<file path="src/rtl/acc_pkg.sv">
package acc_pkg;

   localparam logic [6:0] OPC_CUSTOM0 = 7'b0001011;

   typedef enum logic [1:0] {
      OP_PUT   = 2'd0,
      OP_GET   = 2'd1,
      OP_FETCH = 2'd2,
      OP_ACCUM = 2'd3
   } acc_op_e;

   typedef enum logic [1:0] {
      ST_IDLE  = 2'd0,
      ST_MREQ  = 2'd1,
      ST_MWAIT = 2'd2,
      ST_RESP  = 2'd3
   } acc_state_e;

   typedef struct packed {
      logic    hit;
      acc_op_e op;
      logic [4:0] rd;
   } acc_dec_t;

endpackage

</file>
<file path="src/rtl/acc_cmd_decode.sv">
module acc_cmd_decode
   import acc_pkg::*;
(
   input  logic [31:0] inst,
   output acc_dec_t    dec
);
   logic unused_fields;
   assign unused_fields = ^inst[24:12];

   always_comb begin
      dec.rd  = inst[11:7];
      dec.op  = acc_op_e'(inst[26:25]);
      dec.hit = (inst[6:0] == OPC_CUSTOM0) && (inst[31:27] == 5'd0);
   end
endmodule

</file>
<file path="src/rtl/acc_regbank.sv">
module acc_regbank #(
   parameter int XLEN  = 64,
   parameter int NREGS = 4,
   localparam int IDX_W = $clog2(NREGS)
) (
   input  logic             clk,
   input  logic             rst_n,
   input  logic             we,
   input  logic [IDX_W-1:0] widx,
   input  logic [XLEN-1:0]  wdata,
   input  logic [IDX_W-1:0] ridx,
   output logic [XLEN-1:0]  rdata
);
   logic [XLEN-1:0] regs [NREGS];

   for (genvar g = 0; g < NREGS; g++) begin : g_reg
      always_ff @(posedge clk) begin
         if (!rst_n)
            regs[g] <= '0;
         else if (we && (widx == IDX_W'(g)))
            regs[g] <= wdata;
      end
   end

   assign rdata = regs[ridx];
endmodule

</file>
<file path="src/rtl/acc_coproc.sv">
module acc_coproc
   import acc_pkg::*;
#(
   parameter int XLEN  = 64,
   parameter int NREGS = 4
) (
   input  logic            clk,
   input  logic            rst_n,
   input  logic            cmd_valid,
   output logic            cmd_ready,
   input  logic [31:0]     cmd_inst,
   input  logic [XLEN-1:0] cmd_rs1,
   input  logic [XLEN-1:0] cmd_rs2,
   output logic            rsp_valid,
   input  logic            rsp_ready,
   output logic [4:0]      rsp_rd,
   output logic [XLEN-1:0] rsp_data,
   output logic            mem_req_valid,
   input  logic            mem_req_ready,
   output logic [XLEN-1:0] mem_req_addr,
   input  logic            mem_rsp_valid,
   input  logic [XLEN-1:0] mem_rsp_data,
   output logic            busy
);
   localparam int IDX_W = $clog2(NREGS);

   if (NREGS < 2 || (1 << IDX_W) != NREGS) begin : g_bad_nregs
      $error("NREGS must be a power of two and at least 2");
   end
   if (XLEN < 8) begin : g_bad_xlen
      $error("XLEN must be at least 8");
   end

   acc_dec_t        dec;
   acc_state_e      state_q;
   logic [IDX_W-1:0] cmd_idx, ld_idx_q, widx;
   logic            we, fire;
   logic [XLEN-1:0] wdata, rdata;
   logic unused_idx;

   assign unused_idx = ^cmd_rs2[XLEN-1:IDX_W];
   assign cmd_idx    = cmd_rs2[IDX_W-1:0];

   acc_cmd_decode u_dec (
      .inst (cmd_inst),
      .dec  (dec)
   );

   acc_regbank #(.XLEN(XLEN), .NREGS(NREGS)) u_bank (
      .clk   (clk),
      .rst_n (rst_n),
      .we    (we),
      .widx  (widx),
      .wdata (wdata),
      .ridx  (cmd_idx),
      .rdata (rdata)
   );

   assign cmd_ready     = (state_q == ST_IDLE);
   assign fire          = cmd_valid && cmd_ready;
   assign busy          = (state_q != ST_IDLE);
   assign rsp_valid     = (state_q == ST_RESP);
   assign mem_req_valid = (state_q == ST_MREQ);

   always_comb begin
      we    = 1'b0;
      widx  = cmd_idx;
      wdata = cmd_rs1;
      if (fire && dec.hit) begin
         case (dec.op)
            OP_PUT:   we = 1'b1;
            OP_ACCUM: begin
               we    = 1'b1;
               wdata = rdata + cmd_rs1;
            end
            default:  we = 1'b0;
         endcase
      end
      if (state_q == ST_MWAIT && mem_rsp_valid) begin
         we    = 1'b1;
         widx  = ld_idx_q;
         wdata = mem_rsp_data;
      end
   end

   always_ff @(posedge clk) begin
      if (!rst_n) begin
         state_q      <= ST_IDLE;
         ld_idx_q     <= '0;
         mem_req_addr <= '0;
         rsp_rd       <= '0;
         rsp_data     <= '0;
      end else begin
         case (state_q)
            ST_IDLE: begin
               if (fire && dec.hit) begin
                  if (dec.op == OP_GET) begin
                     rsp_data <= rdata;
                     rsp_rd   <= dec.rd;
                     state_q  <= ST_RESP;
                  end else if (dec.op == OP_FETCH) begin
                     mem_req_addr <= cmd_rs1;
                     ld_idx_q     <= cmd_idx;
                     state_q      <= ST_MREQ;
                  end
               end
            end
            ST_MREQ:  if (mem_req_ready) state_q <= ST_MWAIT;
            ST_MWAIT: if (mem_rsp_valid) state_q <= ST_IDLE;
            ST_RESP:  if (rsp_ready)     state_q <= ST_IDLE;
            default:  state_q <= ST_IDLE;
         endcase
      end
   end


   rsp_rd_chk: assert property (@(posedge clk) disable iff (!rst_n)
      (fire && dec.hit && dec.op == OP_GET) |=> (rsp_valid && rsp_rd == $past(cmd_inst[11:7])));


   rsp_hold_chk: assert property (@(posedge clk) disable iff (!rst_n)
      (rsp_valid && !rsp_ready) |=> (rsp_valid && $stable(rsp_data) && $stable(rsp_rd)));


   mreq_addr_chk: assert property (@(posedge clk) disable iff (!rst_n)
      (fire && dec.hit && dec.op == OP_FETCH) |=> (mem_req_valid && mem_req_addr == $past(cmd_rs1)));


   mreq_hold_chk: assert property (@(posedge clk) disable iff (!rst_n)
      (mem_req_valid && !mem_req_ready) |=> (mem_req_valid && $stable(mem_req_addr)));


   no_rsp_chk: assert property (@(posedge clk) disable iff (!rst_n)
      (fire && !(dec.hit && dec.op == OP_GET)) |=> !rsp_valid);


   put_idle_chk: assert property (@(posedge clk) disable iff (!rst_n)
      (fire && dec.hit && (dec.op == OP_PUT || dec.op == OP_ACCUM)) |=> !busy);


   foreign_idle_chk: assert property (@(posedge clk) disable iff (!rst_n)
      (fire && !dec.hit) |=> (!busy && !mem_req_valid));
endmodule

</file>
<file path="config.mk">
export PLATFORM = sky130hd
export DESIGN_NAME = acc_coproc
export DESIGN_NICKNAME = d
export VERILOG_FILES = /design/src/rtl/acc_pkg.sv /design/src/rtl/acc_cmd_decode.sv /design/src/rtl/acc_regbank.sv /design/src/rtl/acc_coproc.sv
export SDC_FILE = /design/constraint.sdc
export NUM_CORES = 1
export LEC_CHECK = 0
export BUFFER_PORTS_ARGS = -buffer_cell sky130_fd_sc_hd__buf_4
export CAP_MARGIN = 20
export CORE_MARGIN = 4
export CORE_UTILIZATION = 55
export CTS_BUF_LIST = sky130_fd_sc_hd__clkbuf_16
export DETAILED_ROUTE_END_ITERATION = 10
export PLACE_DENSITY = 0.78
export SETUP_SLACK_MARGIN = 0.15
export SLEW_MARGIN = 15
export SYNTH_ARGS = -nofsm -noshare
export SYNTH_HDL_FRONTEND = slang
export SYNTH_SLANG_ARGS = --single-unit
</file>
<file path="constraint.sdc">
create_clock -name clk -period 7.3 [get_ports clk]
set_input_delay 0.365 -clock clk [delete_from_list [all_inputs] [get_ports clk]]
set_output_delay 0.365 -clock clk [all_outputs]
set_load 0.005 [all_outputs]
</file>
==> reports/qor.json <==
{
  "cts": {
    "cts.sink_count": 393,
    "clock_root_buffer": "sky130_fd_sc_hd__clkbuf_16",
    "clock_latency_ns": 0.58,
    "post_cts_hold_fix_bufs": 0,
    "h_tree_levels": 2,
    "cts.path.max_buffers": 3,
    "tritoncts_clock_tree": "done",
    "cts.repair.resized": 0,
    "cts.reportedPaths.clkPinSlew_ns": 0.06,
    "numCtsBuffers": 41,
    "post-cts-setup-buffers": 0
  },
  "sta": {
    "setup_violations": 0,
    "rsz_0062_raised_after_global_routing": "false",
    "final-max-slew-violation-count": 0,
    "timing.setup.tns_ns": 0,
    "relSlewSlack": 0.297,
    "finClkSkew_ns": 0.0320,
    "max_slew.worst_pin.slew_ns": 1.04,
    "hold_viol": 0,
    "period_minus_slack_ns": 4.88,
    "achievable_freq_mhz": 205,
    "fin_crit_sh": 0.668
  },
  "routing": {
    "drc_errors": 0,
    "avgRoutedWirePerCell_um": 23.1,
    "via_count": 18814,
    "postRouteAntennaNets": 0,
    "drt_wirelength_um": 68600,
    "initial_drt_pass_iterations": 6,
    "drt_iter0_markers": 1915,
    "avgViaCountPerCell": 6.33
  },
  "worst_setup_path": {
    "reg2reg_from": "u_bank.regs[3][0]",
    "timing.critical_path.required_ns": 7.59,
    "worstPathMaxFanout": 43,
    "reg2reg_setup_slack_ns": 2.75,
    "crit_path_end_kind": "flip-flop",
    "worstRegToRegCells": 12,
    "worstSetupPathType": "primary input to flip-flop",
    "startpoint_types": "primary input",
    "timing.rr.end": "u_bank.regs[2][58]",
    "path_delay_family": "compound AO/OA/AOI/OAI gates",
    "critical_path_arrival_ns": 5.17,
    "critical_path.slowest_cell": "sky130_fd_sc_hd__buf_4",
    "cp.buffers_inverters": 2,
    "crit_chain": "buf_4 -> buf_4 -> mux4_2 -> ha_1 -> a21oi_1 -> o21bai_1 -> a21oi_1 -> nor2_1 -> a2111oi_0 -> o41a_1 -> o41ai_1 -> mux2i_1 -> nor3_1",
    "critical_path.max_stage_delay_ns": 0.69,
    "cp.depth": 13
  },
  "floorplanning": {
    "cell_row_count": 71,
    "start_util": 0.562,
    "io_pins": 367,
    "die_height_um": 205,
    "core-area_sq_um": 38000,
    "die-area_sq_um": 42100,
    "fp.dieW_um": 205
  },
  "power": {
    "sequential_cell_fraction_of_total_power": 0.454,
    "net_switching_power_figure_w": 0.00144,
    "power.static_leakage_nw": 9.64,
    "net_switching_share_of_the_total_power": 0.268,
    "clockPowerShare": 0.382,
    "vdd_drop_max_v": 0.000165,
    "power.internal_w": 0.00392,
    "pwr_density_cell_nw_per_um2": 213,
    "combPwrFrac": 0.163
  },
  "synthesis": {
    "post_synth_inst_count": 2213,
    "synth.avg_cell_area_sq_um": 9.66,
    "synth_seq_cells": 393,
    "post_synth_edffs": 256,
    "yosys_warnings": 0,
    "synth_sequential_area_ratio": 0.488,
    "synth.cell_area_sq_um": 21400,
    "synth_cell_type_count": 82,
    "async_reset_ff_frac": 0,
    "synthesis.nets": 2510,
    "ys.flop_type": "sky130_fd_sc_hd__edfxtp_1"
  },
  "finish": {
    "fin_util": 0.663,
    "design_area_final_sq_um": 25200,
    "layout.cells.non_filler": 2970,
    "fillers": 3026,
    "finish.net_count": 2722,
    "final_layout_size_suffix_gt1_frac": 0.191,
    "register_area_sq_um": 10400,
    "area_growth_pct": 18.0,
    "multi_input_area_sq_um": 10300
  },
  "place": {
    "placement.io_buffers": 291,
    "placed_cell_area_sq_um": 23900,
    "detailedPlacementHpwl_um": 47100,
    "place_inst": 2893,
    "place.gp.congestion": 0.959
  },
  "min_path": {
    "endpoint_of_the_worst_hold_path": "rsp_rd[1]",
    "timing.hold.worst.start": "cmd_inst[8]",
    "hp-class": "primary input to flip-flop",
    "timing.hold.worst_path_depth": 3
  },
  "global_route": {
    "grt_start_max_net_pins": 95,
    "grt_pass1_wl_um": 104000,
    "vias_in_the_first_global_route": 18370,
    "initial_antenna_violation_count": 2,
    "grt.total_usage": 0.319,
    "gr-total-overflow": 0
  },
  "flow_run": {
    "maxCapViolCount": 0
  },
  "run_status": {
    "run_status": "completed"
  }
}
[cells in the final DEF, fill, tap and decap left out, types with 9 or more instances in the layout]
cell type	n
sky130_fd_sc_hd__nand2_1	406
sky130_fd_sc_hd__buf_4	323
sky130_fd_sc_hd__nor2_1	257
sky130_fd_sc_hd__edfxtp_1	256
sky130_fd_sc_hd__a21oi_1	181
sky130_fd_sc_hd__dfxtp_1	137
sky130_fd_sc_hd__nor3_1	89
sky130_fd_sc_hd__a21boi_0	84
sky130_fd_sc_hd__o21ai_0	81
sky130_fd_sc_hd__ha_1	66
sky130_fd_sc_hd__mux4_2	64
sky130_fd_sc_hd__clkbuf_16	43
sky130_fd_sc_hd__inv_1	33
sky130_fd_sc_hd__a21o_1	31
sky130_fd_sc_hd__o211ai_1	29
sky130_fd_sc_hd__xor2_1	23
sky130_fd_sc_hd__nand4_1	22
sky130_fd_sc_hd__nand3_1	22
sky130_fd_sc_hd__o21bai_1	18
sky130_fd_sc_hd__o21ai_1	17
sky130_fd_sc_hd__a211oi_1	16
sky130_fd_sc_hd__xnor2_1	15
sky130_fd_sc_hd__and2_1	13
sky130_fd_sc_hd__o21a_1	13
sky130_fd_sc_hd__or3_1	12
sky130_fd_sc_hd__mux2i_1	10
sky130_fd_sc_hd__nor4_1	10
sky130_fd_sc_hd__nand2b_1	9
sky130_fd_sc_hd__o22ai_1	9
sky130_fd_sc_hd__and3_1	9
[power groups by stage]
stage / registers, W / clock network (W) / logic, W
global placement: 0.00248 / 0 / 0.000842
floorplan: 0.00249 / 0 / 0.000573
CTS: 0.00244 / 0.00207 / 0.000857
global route: 0.00244 / 0.00216 / 0.000945
finish: 0.00244 / 0.00205 / 0.000876
detailed placement: 0.00248 / 0 / 0.000850
[worst max path at each step]
stage,end,start
5_1_grt,u_bank.regs[2][40],cmd_rs2[0]
2_1_floorplan,u_bank.regs[0][0],state_q[1]
4_1_cts,u_bank.regs[2][40],cmd_rs2[0]
3_3_place_gp,u_bank.regs[2][40],cmd_rs2[0]
3_5_place_dp,u_bank.regs[2][40],cmd_rs2[0]
6_report,u_bank.regs[0][62],cmd_rs2[0]
[layout make-up]
type | instances | area share
Clock inverter | 32 | 0.00908
Multi-Input combinational cell | 1641 | 0.409
Clock buffer | 43 | 0.0427
Tap cell | 511 | 0.0254
Timing Repair Buffer | 323 | 0.0962
Inverter | 25 | 0.00372
Sequential cell | 393 | 0.414
Antenna cell | 2 | 0.000198
[kinds of logic (layout without fill, tap and decap cells)]
logic type | Yosys count | count (layout) | synth area share
adder cells (fa/ha/maj) | 67 | 67 | 0.0396
AO/OA/AOI/OAI | 568 | 568 | 0.172
flip-flops | 393 | 393 | 0.488
other | 0 | 2 | 0
AND/OR/NAND/NOR | 892 | 892 | 0.179
XOR/XNOR | 38 | 38 | 0.0156
buffers and inverters | 179 | 423 | 0.0321
multiplexers | 76 | 76 | 0.0732
[synthesized netlist by cell type (all sizes together) (5+ instances only)]
| master | count | share of area |
|---|---|---|
| o31a | 7 | 0.0029 |
| a31oi | 5 | 0.0015 |
| xnor2 | 15 | 0.0061 |
| o2111ai | 6 | 0.0025 |
| ha | 66 | 0.039 |
| clkbuf | 128 | 0.022 |
| o22ai | 9 | 0.0026 |
| nor3b | 5 | 0.0018 |
| mux2i | 10 | 0.0047 |
| edfxtp | 256 | 0.36 |
| mux4 | 64 | 0.067 |
| or3 | 12 | 0.0035 |
| a221oi | 5 | 0.0020 |
| a21o | 31 | 0.011 |
| and3 | 9 | 0.0026 |
| nor4 | 10 | 0.0029 |
| nand3 | 25 | 0.0061 |
| inv | 23 | 0.0040 |
| o21bai | 19 | 0.0069 |
| a21boi | 85 | 0.030 |
| dfxtp | 137 | 0.13 |
| nand2b | 9 | 0.0026 |
| a211oi | 17 | 0.0062 |
| nor2b | 7 | 0.0020 |
| a22oi | 5 | 0.0018 |
| o21a | 13 | 0.0046 |
| and2 | 14 | 0.0041 |
| nor2 | 257 | 0.045 |
| o211ai | 29 | 0.010 |
| o41ai | 6 | 0.0028 |
| nand4 | 22 | 0.0064 |
| a21oi | 182 | 0.043 |
| buf | 26 | 0.0053 |
| xor2 | 23 | 0.0094 |
| nand2 | 408 | 0.072 |
| o21ai | 102 | 0.024 |
| and4 | 5 | 0.0020 |
| o31ai | 8 | 0.0028 |
| nor3 | 89 | 0.021 |
[metal layers]
| layer | global-route usage | vias to the layer above | wire length [um] |
|---|---|---|---|
| met4 | 0.119 | 0 | 2200 |
| met5 | 0 | - | 0 |
| li1 | - | 8514 | - |
| met2 | 0.525 | 1063 | 32700 |
| met1 | 0.429 | 9090 | 26900 |
| met3 | 0.0522 | 147 | 6800 |
[state kept, by name, indices dropped and copies added, names as in the netlist]
register and cells:
ld_idx_q 2, mem_req_addr 64, state_q 2, rsp_data 64, u_bank.regs 256, rsp_rd 5
[worst register-to-register path, cell delays in order (launching register included)]
cell,delay (ns)
sky130_fd_sc_hd__edfxtp_1,0.35
sky130_fd_sc_hd__mux4_2,0.49
sky130_fd_sc_hd__ha_1,0.25
sky130_fd_sc_hd__fa_1,0.45
sky130_fd_sc_hd__a211oi_1,0.31
sky130_fd_sc_hd__o21ai_1,0.18
sky130_fd_sc_hd__o2111ai_1,0.21
sky130_fd_sc_hd__o221ai_2,0.23
sky130_fd_sc_hd__a21o_1,0.25
sky130_fd_sc_hd__a21oi_1,0.67
sky130_fd_sc_hd__mux2_2,0.41
sky130_fd_sc_hd__o21ai_1,0.32
sky130_fd_sc_hd__a21oi_1,0.12
[per-stage QoR]
stage,hold slack (ns),power [W],setup WS (ns)
2_1_floorplan,0.448,0.00306,0.759
3_3_place_gp,0.439,0.00332,1.89
5_1_grt,0.0668,0.00555,2.07
6_report,0.0529,0.00536,2.42
3_5_place_dp,0.445,0.00333,1.85
4_1_cts,0.0352,0.00536,2.44
No activity file was read; power rests on OpenSTA's default activity.
